<file path="src/rtl/rwa_pkg.sv">
package rwa_pkg;
  localparam int MAX_SLOTS = 256;
  localparam int DATA_W = 32;

  typedef enum logic [1:0] {
    SLOT_NONE = 2'd0,
    SLOT_B    = 2'd1,
    SLOT_H    = 2'd2,
    SLOT_W    = 2'd3
  } slotCode_e;

  // strobes from control to datapath
  typedef struct packed {
    logic       load;
    logic       issue;
    logic       rmwRd;
    logic       rmwWr;
    logic [1:0] piece;
  } rwaCtl_t;

  function automatic logic [DATA_W-1:0] laneMask(input logic [1:0] lg);
    case (lg)
      2'd0:    return 32'h0000_00FF;
      2'd1:    return 32'h0000_FFFF;
      default: return 32'hFFFF_FFFF;
    endcase
  endfunction

  // default layout, repeating every 256 bytes: byte, half, word, unused
  function automatic logic [2*MAX_SLOTS-1:0] defaultMap();
    logic [2*MAX_SLOTS-1:0] m;
    logic [7:0] s;
    m = '0;
    for (int i = 0; i < MAX_SLOTS; i++) begin
      s = 8'(i);
      case (s[5:4])
        2'd0:    m[2*i +: 2] = SLOT_B;
        2'd1:    m[2*i +: 2] = SLOT_H;
        2'd2:    m[2*i +: 2] = SLOT_W;
        default: m[2*i +: 2] = SLOT_NONE;
      endcase
    end
    return m;
  endfunction
endpackage

</file>
<file path="src/rtl/rwa_ctrl.sv">
module rwa_ctrl
  import rwa_pkg::*;
(
  input  logic       clk,
  input  logic       rst,
  input  logic       reqValid,
  input  logic       reqBad,
  input  logic       isRmw,
  input  logic [1:0] pieceLast,
  output rwaCtl_t    ctl,
  output logic       busy,
  output logic       done,
  output logic       err
);
  typedef enum logic [1:0] {ST_IDLE, ST_RUN, ST_WBACK} state_e;

  state_e     state;
  logic [1:0] cnt;

  always_comb begin
    ctl       = '0;
    ctl.load  = (state == ST_IDLE) && reqValid && !reqBad;
    ctl.issue = (state != ST_IDLE);
    ctl.rmwRd = (state == ST_RUN) && isRmw;
    ctl.rmwWr = (state == ST_WBACK);
    ctl.piece = cnt;
  end

  always_ff @(posedge clk) begin
    if (rst) begin
      state <= ST_IDLE;
      cnt   <= '0;
      done  <= 1'b0;
      err   <= 1'b0;
    end else begin
      done <= 1'b0;
      err  <= 1'b0;
      case (state)
        ST_IDLE: begin
          if (reqValid) begin
            if (reqBad) begin
              err <= 1'b1;
            end else begin
              state <= ST_RUN;
              cnt   <= '0;
            end
          end
        end
        ST_RUN: begin
          if (isRmw) begin
            state <= ST_WBACK;
          end else if (cnt == pieceLast) begin
            done  <= 1'b1;
            state <= ST_IDLE;
          end else begin
            cnt <= cnt + 2'd1;
          end
        end
        default: begin
          done  <= 1'b1;
          state <= ST_IDLE;
        end
      endcase
    end
  end

  assign busy = (state != ST_IDLE);
endmodule

</file>
<file path="src/rtl/rwa_datapath.sv">
module rwa_datapath
  import rwa_pkg::*;
#(
  parameter int ADDR_W = 10,
  parameter int LIMIT = 'h200,
  parameter logic [2*MAX_SLOTS-1:0] SLOT_MAP = defaultMap()
) (
  input  logic              clk,
  input  logic              rst,
  input  rwaCtl_t           ctl,
  input  logic              reqWrite,
  input  logic [1:0]        reqSize,
  input  logic [ADDR_W-1:0] reqAddr,
  input  logic [31:0]       reqWdata,
  output logic              reqBad,
  output logic              isRmw,
  output logic [1:0]        pieceLast,
  output logic              dnWrite,
  output logic [ADDR_W-1:0] dnAddr,
  output logic [1:0]        dnSize,
  output logic [31:0]       dnWdata,
  input  logic [31:0]       dnRdata,
  output logic [31:0]       rdata
);
  localparam logic [ADDR_W:0] LIMIT_V = (ADDR_W+1)'(LIMIT);

  // request-side decode
  logic [7:0]        slotIdx;
  logic [1:0]        slotCode;
  logic [1:0]        lgNreq;
  logic [ADDR_W-1:0] reqAlign;

  assign slotIdx  = 8'(reqAddr[ADDR_W-1:2]);
  assign slotCode = SLOT_MAP[{slotIdx, 1'b0} +: 2];
  assign lgNreq   = slotCode - 2'd1;
  assign reqBad   = (slotCode == SLOT_NONE) || ({1'b0, reqAddr} > LIMIT_V) || (reqSize == 2'd3);

  always_comb begin
    case (reqSize)
      2'd0:    reqAlign = reqAddr;
      2'd1:    reqAlign = {reqAddr[ADDR_W-1:1], 1'b0};
      default: reqAlign = {reqAddr[ADDR_W-1:2], 2'b00};
    endcase
  end

  // latched request
  logic [ADDR_W-1:0] baseQ;
  logic [1:0]        lgAQ, lgNQ, pieceLastQ;
  logic              wrQ, isRmwQ;
  logic [31:0]       wdQ, accQ;

  // issue-side arithmetic
  logic              wide;
  logic [ADDR_W-1:0] nativeAlign;
  logic [2:0]        pieceByteOff, pieceBytes, nBytes, aBytes, offIn, laneBytes;
  logic [5:0]        pieceSh, laneSh, nBits;
  logic [31:0]       pieceData, laneA, laneN;

  assign wide         = (lgAQ >= lgNQ);
  assign pieceByteOff = {1'b0, ctl.piece} << lgNQ;
  assign pieceBytes   = {1'b0, pieceLastQ - ctl.piece} << lgNQ;
  assign pieceSh      = {pieceBytes, 3'b000};
  assign nBytes       = 3'd1 << lgNQ;
  assign aBytes       = 3'd1 << lgAQ;
  assign offIn        = {1'b0, baseQ[1:0] & 2'(nBytes - 3'd1)};
  assign laneBytes    = nBytes - aBytes - offIn;
  assign laneSh       = {laneBytes, 3'b000};
  assign nBits        = {nBytes, 3'b000};
  assign laneA        = laneMask(lgAQ);
  assign laneN        = laneMask(lgNQ);
  assign pieceData    = (wdQ >> pieceSh) & laneN;

  always_comb begin
    case (lgNQ)
      2'd0:    nativeAlign = baseQ;
      2'd1:    nativeAlign = {baseQ[ADDR_W-1:1], 1'b0};
      default: nativeAlign = {baseQ[ADDR_W-1:2], 2'b00};
    endcase
  end

  assign dnAddr  = wide ? (baseQ + {{(ADDR_W-3){1'b0}}, pieceByteOff}) : nativeAlign;
  assign dnSize  = lgNQ;
  assign dnWrite = ctl.issue && (ctl.rmwWr || (wrQ && !ctl.rmwRd));
  assign dnWdata = ctl.rmwWr ? accQ : pieceData;

  always_ff @(posedge clk) begin
    if (rst) begin
      baseQ      <= '0;
      lgAQ       <= '0;
      lgNQ       <= '0;
      pieceLastQ <= '0;
      wrQ        <= 1'b0;
      isRmwQ     <= 1'b0;
      wdQ        <= '0;
      accQ       <= '0;
    end else if (ctl.load) begin
      baseQ  <= reqAlign;
      lgAQ   <= reqSize;
      lgNQ   <= lgNreq;
      wrQ    <= reqWrite;
      isRmwQ <= reqWrite && (reqSize < lgNreq);
      wdQ    <= reqWdata;
      accQ   <= '0;
      if (reqSize > lgNreq) pieceLastQ <= ((reqSize - lgNreq) == 2'd2) ? 2'd3 : 2'd1;
      else                  pieceLastQ <= 2'd0;
    end else if (ctl.issue) begin
      if (ctl.rmwRd) begin
        accQ <= (dnRdata & laneN & ~(laneA << laneSh)) | ((wdQ & laneA) << laneSh);
      end else if (!wrQ) begin
        if (wide) accQ <= (accQ << nBits) | (dnRdata & laneN);
        else      accQ <= (dnRdata >> laneSh) & laneA;
      end
    end
  end

  assign isRmw     = isRmwQ;
  assign pieceLast = pieceLastQ;
  assign rdata     = accQ;
endmodule

</file>
<file path="src/rtl/regwidth_adapter.sv">
module regwidth_adapter
  import rwa_pkg::*;
#(
  parameter int ADDR_W = 10,
  parameter int LIMIT = 'h200,
  parameter logic [2*MAX_SLOTS-1:0] SLOT_MAP = defaultMap()
) (
  input  logic              clk,
  input  logic              rst,
  input  logic              reqValid,
  input  logic              reqWrite,
  input  logic [1:0]        reqSize,
  input  logic [ADDR_W-1:0] reqAddr,
  input  logic [31:0]       reqWdata,
  output logic              busy,
  output logic              done,
  output logic              err,
  output logic [31:0]       rdata,
  output logic              dnValid,
  output logic              dnWrite,
  output logic [1:0]        dnSize,
  output logic [ADDR_W-1:0] dnAddr,
  output logic [31:0]       dnWdata,
  input  logic [31:0]       dnRdata
);
  rwaCtl_t    ctl;
  logic       reqBad, isRmw;
  logic [1:0] pieceLast;

  rwa_ctrl ctrl_i (
    .clk(clk), .rst(rst), .reqValid(reqValid), .reqBad(reqBad), .isRmw(isRmw),
    .pieceLast(pieceLast), .ctl(ctl), .busy(busy), .done(done), .err(err)
  );

  rwa_datapath #(.ADDR_W(ADDR_W), .LIMIT(LIMIT), .SLOT_MAP(SLOT_MAP)) dp_i (
    .clk(clk), .rst(rst), .ctl(ctl), .reqWrite(reqWrite), .reqSize(reqSize),
    .reqAddr(reqAddr), .reqWdata(reqWdata), .reqBad(reqBad), .isRmw(isRmw),
    .pieceLast(pieceLast), .dnWrite(dnWrite), .dnAddr(dnAddr), .dnSize(dnSize),
    .dnWdata(dnWdata), .dnRdata(dnRdata), .rdata(rdata)
  );

  assign dnValid = ctl.issue;
endmodule

</file>
<file path="config.mk">
export PLATFORM = sky130hd
export DESIGN_NAME = regwidth_adapter
export DESIGN_NICKNAME = d
export VERILOG_FILES = /design/src/rtl/rwa_pkg.sv /design/src/rtl/rwa_ctrl.sv /design/src/rtl/rwa_datapath.sv /design/src/rtl/regwidth_adapter.sv
export SDC_FILE = /design/constraint.sdc
export NUM_CORES = 1
export LEC_CHECK = 0
export BUFFER_PORTS_ARGS = -buffer_cell sky130_fd_sc_hd__buf_2
export CORE_ASPECT_RATIO = 1.5
export CORE_UTILIZATION = 40
export CTS_BUF_LIST = sky130_fd_sc_hd__clkbuf_4 sky130_fd_sc_hd__clkbuf_8
export CTS_CLUSTER_SIZE = 12
export DETAILED_ROUTE_END_ITERATION = 8
export HOLD_SLACK_MARGIN = 0.08
export PLACE_DENSITY_LB_ADDON = 0.2
export RECOVER_POWER = 50
export SYNTH_ARGS = -nofsm -noshare
export SYNTH_HDL_FRONTEND = slang
export SYNTH_SLANG_ARGS = --single-unit
</file>
<file path="constraint.sdc">
create_clock -name clk -period 7.1 [get_ports clk]
set_clock_uncertainty 0.15 [all_clocks]
set_input_delay 0.355 -clock clk [delete_from_list [all_inputs] [get_ports clk]]
set_output_delay 0.355 -clock clk [all_outputs]
set_load 0.05 [all_outputs]
</file>
==> results summary <==
The final setup violation count is 0. The max-slew violation count is 77. The power density over the cells came out at 152 nW/um^2.

The CTS tree is built. Summed over all nets, the half-perimeter wirelength after detailed placement is 20900 um. The transition time of the tightest slew-check pin is 2.33 ns. The number of antenna violations at the first check in global routing is 0. Setup repair after global routing left no endpoint under its margin. The number of iterations in the first detailed-routing pass came out at 7.

The largest fanout on the critical path came out at 34. For this run, the slowest stage of the critical path takes 0.74 ns. Dividing the synthesized area by the synthesized cell count gives 7.56 um^2. For this run the aggregate overflow at the end of global routing stands at 0.

The total routing resource utilization after global routing is 31.6%. The sum of negative setup slack is 0 ns. In this run the count of I/O pins placed on the die edge is 161. The final-report hold violation count was 0. After clock tree synthesis, the setup repair step added 0 buffers. After synthesis, the share of flip-flops with an asynchronous set or reset is 0%. At the end of routability-driven placement, the weighted congestion stood at 0.921.

For this run, the share of the core covered by cells in the final layout is 49.2%. In the synthesized netlist the dominant register cell turns out to be dfxtp_1. The post-layout net count is 1189.

In this run the power spent charging and discharging nets is 0.469 mW. The worst setup path is of the flop to flop kind. The switching part of the total is 35.9%. The initialized floorplan defines 59 standard-cell rows. The total clock sinks is 88. The endpoint required time on the critical path is 7.24 ns. The overall routed net length came out at 29600 um. The portion of total power attributed to the clock network is 31.5%. Sequential cells burn 40.8% of the power.

The critical path starts at dp_i.dnSize[0]$_SDFFE_PP0P_. dfxtp_1 takes more of the synthesized area than any other cell. The first global-routing pass estimated 44700 um of wire. After layout, the worst path uses 68.7% of the clock period. The routed layout has 8191 vias. The flip-flop and latch count after synthesis is 88. The cell at the root of the clock tree is clkbuf_8. The checks that failed: design-rule violations, max-capacitance violations, max-slew violations.

The max-capacitance violation count came out at 2. The worst setup path is launched from a flop. The fraction of layout instances using a drive strength above 1 came out at 16.6%. The synthesized netlist contains 65 unique library cells. The worst hold path begins at reqAddr[1]. The floorplan step defined a die boundary enclosing 18400 um^2. The number of buffer cells added on primary ports came out at 160. The type of the worst min-delay path is input pin to flop.

Broken down by cell family, the worst path's largest delay share belongs to simple AND/OR/NAND/NOR gates. The count of nets left with antenna violations after detail routing came out at 0. The routed length per placed instance came out at 22.5 um.

The number of antenna diodes in the final layout is 0. Walking the worst path, the cells encountered are nor2_1, inv_1, ha_1, nor2_1, ha_1, fa_1, buf_4, nor2b_1, a22oi_1, o21ai_1, o311ai_0, a32o_1. The buffer and inverter count on the worst path came out at 2. The number of DRC markers after the initial detailed-route iteration is 779.

Across the VDD grid, the largest voltage drop is 0.0000885 V. The number of cells upsized or downsized after cts came out at 0. For this run, design rule violations remaining after detail routing come to 20.

The static power due to leakage came out at 3.41 nW. Synthesis produced a netlist with a net count of 1040. The maximum number of pins on one net before global-route repair came out at 59. The final critical delay including setup and external delays is 4.88 ns.

Using the TritonRoute via totals, the vias-per-cell ratio works out to 6.24. In this run the tightest slew margin relative to its limit is -55.2%. In the layout the commonest cells are 149 x nand2_1, 119 x buf_2, 92 x a21oi_1. The maximum clock rate came out at 0.205 GHz. The height of the chip is 166 um. Buffers inserted to repair hold after CTS numbered 40. The starting utilization of the core area came out at 41.0%. The number of global-route vias before repair is 7653. The slowest stage of the critical path belongs to the cell nor2_1. The core area came out at 17400 um^2. The combinational share of power is 27.7%.

The run finished, with violations left. The area growth from synthesis to layout came out at 19.9%. After clock tree synthesis, the clock-pin slew on the worst setup and hold paths is 0.10 ns. The worst setup path is captured at a flop.

By area the synthesized netlist is led by dfxtp_1 25%, mux2i_1 8.3%, nand2_1 7.8%. The library cell used most frequently in the layout, excluding fill and tap cells, is nand2_1. The internal power component is 0.837 mW. For the worst setup path, the data arrival time is 5.02 ns. The number of levels the H-tree was split into is 3.

The count of warnings emitted by yosys is 0. After synthesis, flip-flops and latches occupy 24.6% of the total area. Counting along the longest clock path gives a buffer depth of 2. The share of Yosys cell area claimed by the top area cell type is 24.6%. The combined area of all synthesized cells came out at 7150 um^2. The clock latency of the later-clocked register in the worst-skew pair came out at 0.39 ns. The worst reg2reg path startpoint is dp_i.dnSize[0]$_SDFFE_PP0P_.

The overall die width is 111 um. Yosys mapped a number of flops with a built-in enable equal to 0. The synthesized netlist cell count is 946. Counting the buffers created by CTS gives 9.
-- cells by family after synthesis --
| logic type | synth area share, % |
|---|---|
| muxes | 12.4 |
| and+or+nand+nor | 20.3 |
| buffers and inverters | 6.40 |
| adders and majority gates | 2.87 |
| xor gates and xnor gates | 2.03 |
| DFF | 24.6 |
| AOI/OAI and AO/OA | 31.4 |
-- metal layers --
metal,global-route usage (%),share of wire (%),up-vias
met5,0,0,-
met4,22.7,7.0,0
met3,3.87,7.0,112
met2,51.2,47,431
met1,38.5,39,3855
li1,-,-,3793
-- worst min-delay path: cells and delay by family --
family | cells | cell delay (ns)
AO/OA/AOI/OAI | 1 | 0.06
buffers and inverters | 1 | 0.11
AND/OR/NAND/NOR | 1 | 0.08
-- per-stage QoR --
stage                     std cells  power, mW  hold WS (ns)  setup WS (ns)  instance area (um^2)
after floorplan                 946      0.775         0.282           3.10                  7150
after global placement         1257      0.879         0.288           2.45                  8020
after detailed placement       1257      0.882         0.301           2.35                  8020
after CTS                      1312       1.31        0.0890           2.28                  8640
after global routing           1312       1.36         0.116           2.06                  8580
final                          1312       1.31         0.102           2.22                  8580
-- cell type report --
class / instances / area [um^2]
well taps: 213 / 267
clock buffers: 9 / 124
clock inverters: 6 / 93.8
fillers: 1825 / 8850
inverters: 31 / 116
multi-input cells: 748 / 4950
flip-flops and latches: 88 / 1760
repair buffers: 217 / 1270
-- synth_stat cells, drive strengths merged (8+ instances only) --
cell type,count
nor3,15
buf,26
a21o,10
mux2,26
a221o,24
o21a,8
a2bb2oi,8
a21boi,8
nor2b,8
a32o,17
a31oi,12
o311a,9
o221ai,15
o211ai,16
nor2,58
and3,17
o31ai,8
nand2,150
nand2b,27
inv,29
o311ai,9
o21ai,36
clkbuf,53
ha,10
mux2i,59
dfxtp,88
nand3,29
a22o,18
a21oi,92
-- power groups by stage --
stage	clock network, mW	logic, mW	registers (mW)
floorplan	0	0.234	0.540
global placement	0	0.336	0.543
detailed placement	0	0.338	0.544
CTS	0.419	0.356	0.532
global route	0.434	0.386	0.535
finish	0.411	0.362	0.533
-- path summary, 6_finish.rpt --
path / slack, ns / cells past startpoint / endpoint
max: 2.22 / 12 / dp_i.rdata[17]$_SDFFE_PP0P_
min: 0.10 / 3 / dp_i.baseQ[1]$_SDFFE_PP0P_
max reg2reg: 2.22 / 12 / dp_i.rdata[17]$_SDFFE_PP0P_
min reg2reg: 0.31 / 2 / dp_i.pieceLast[0]$_SDFFE_PP0P_
-- state kept, by name, indices dropped and copies added, names as in the netlist --
name and flops:
ctrl_i.cnt 2, dp_i.wdQ 32, dp_i.lgAQ 2, ctrl_i.done 1
ctrl_i.state 2, dp_i.pieceLast 2, dp_i.baseQ 10, dp_i.rdata 32
ctrl_i.err 1, dp_i.dnSize 2, dp_i.wrQ 1, dp_i.isRmw 1
(Power assumes the default switching activity.)
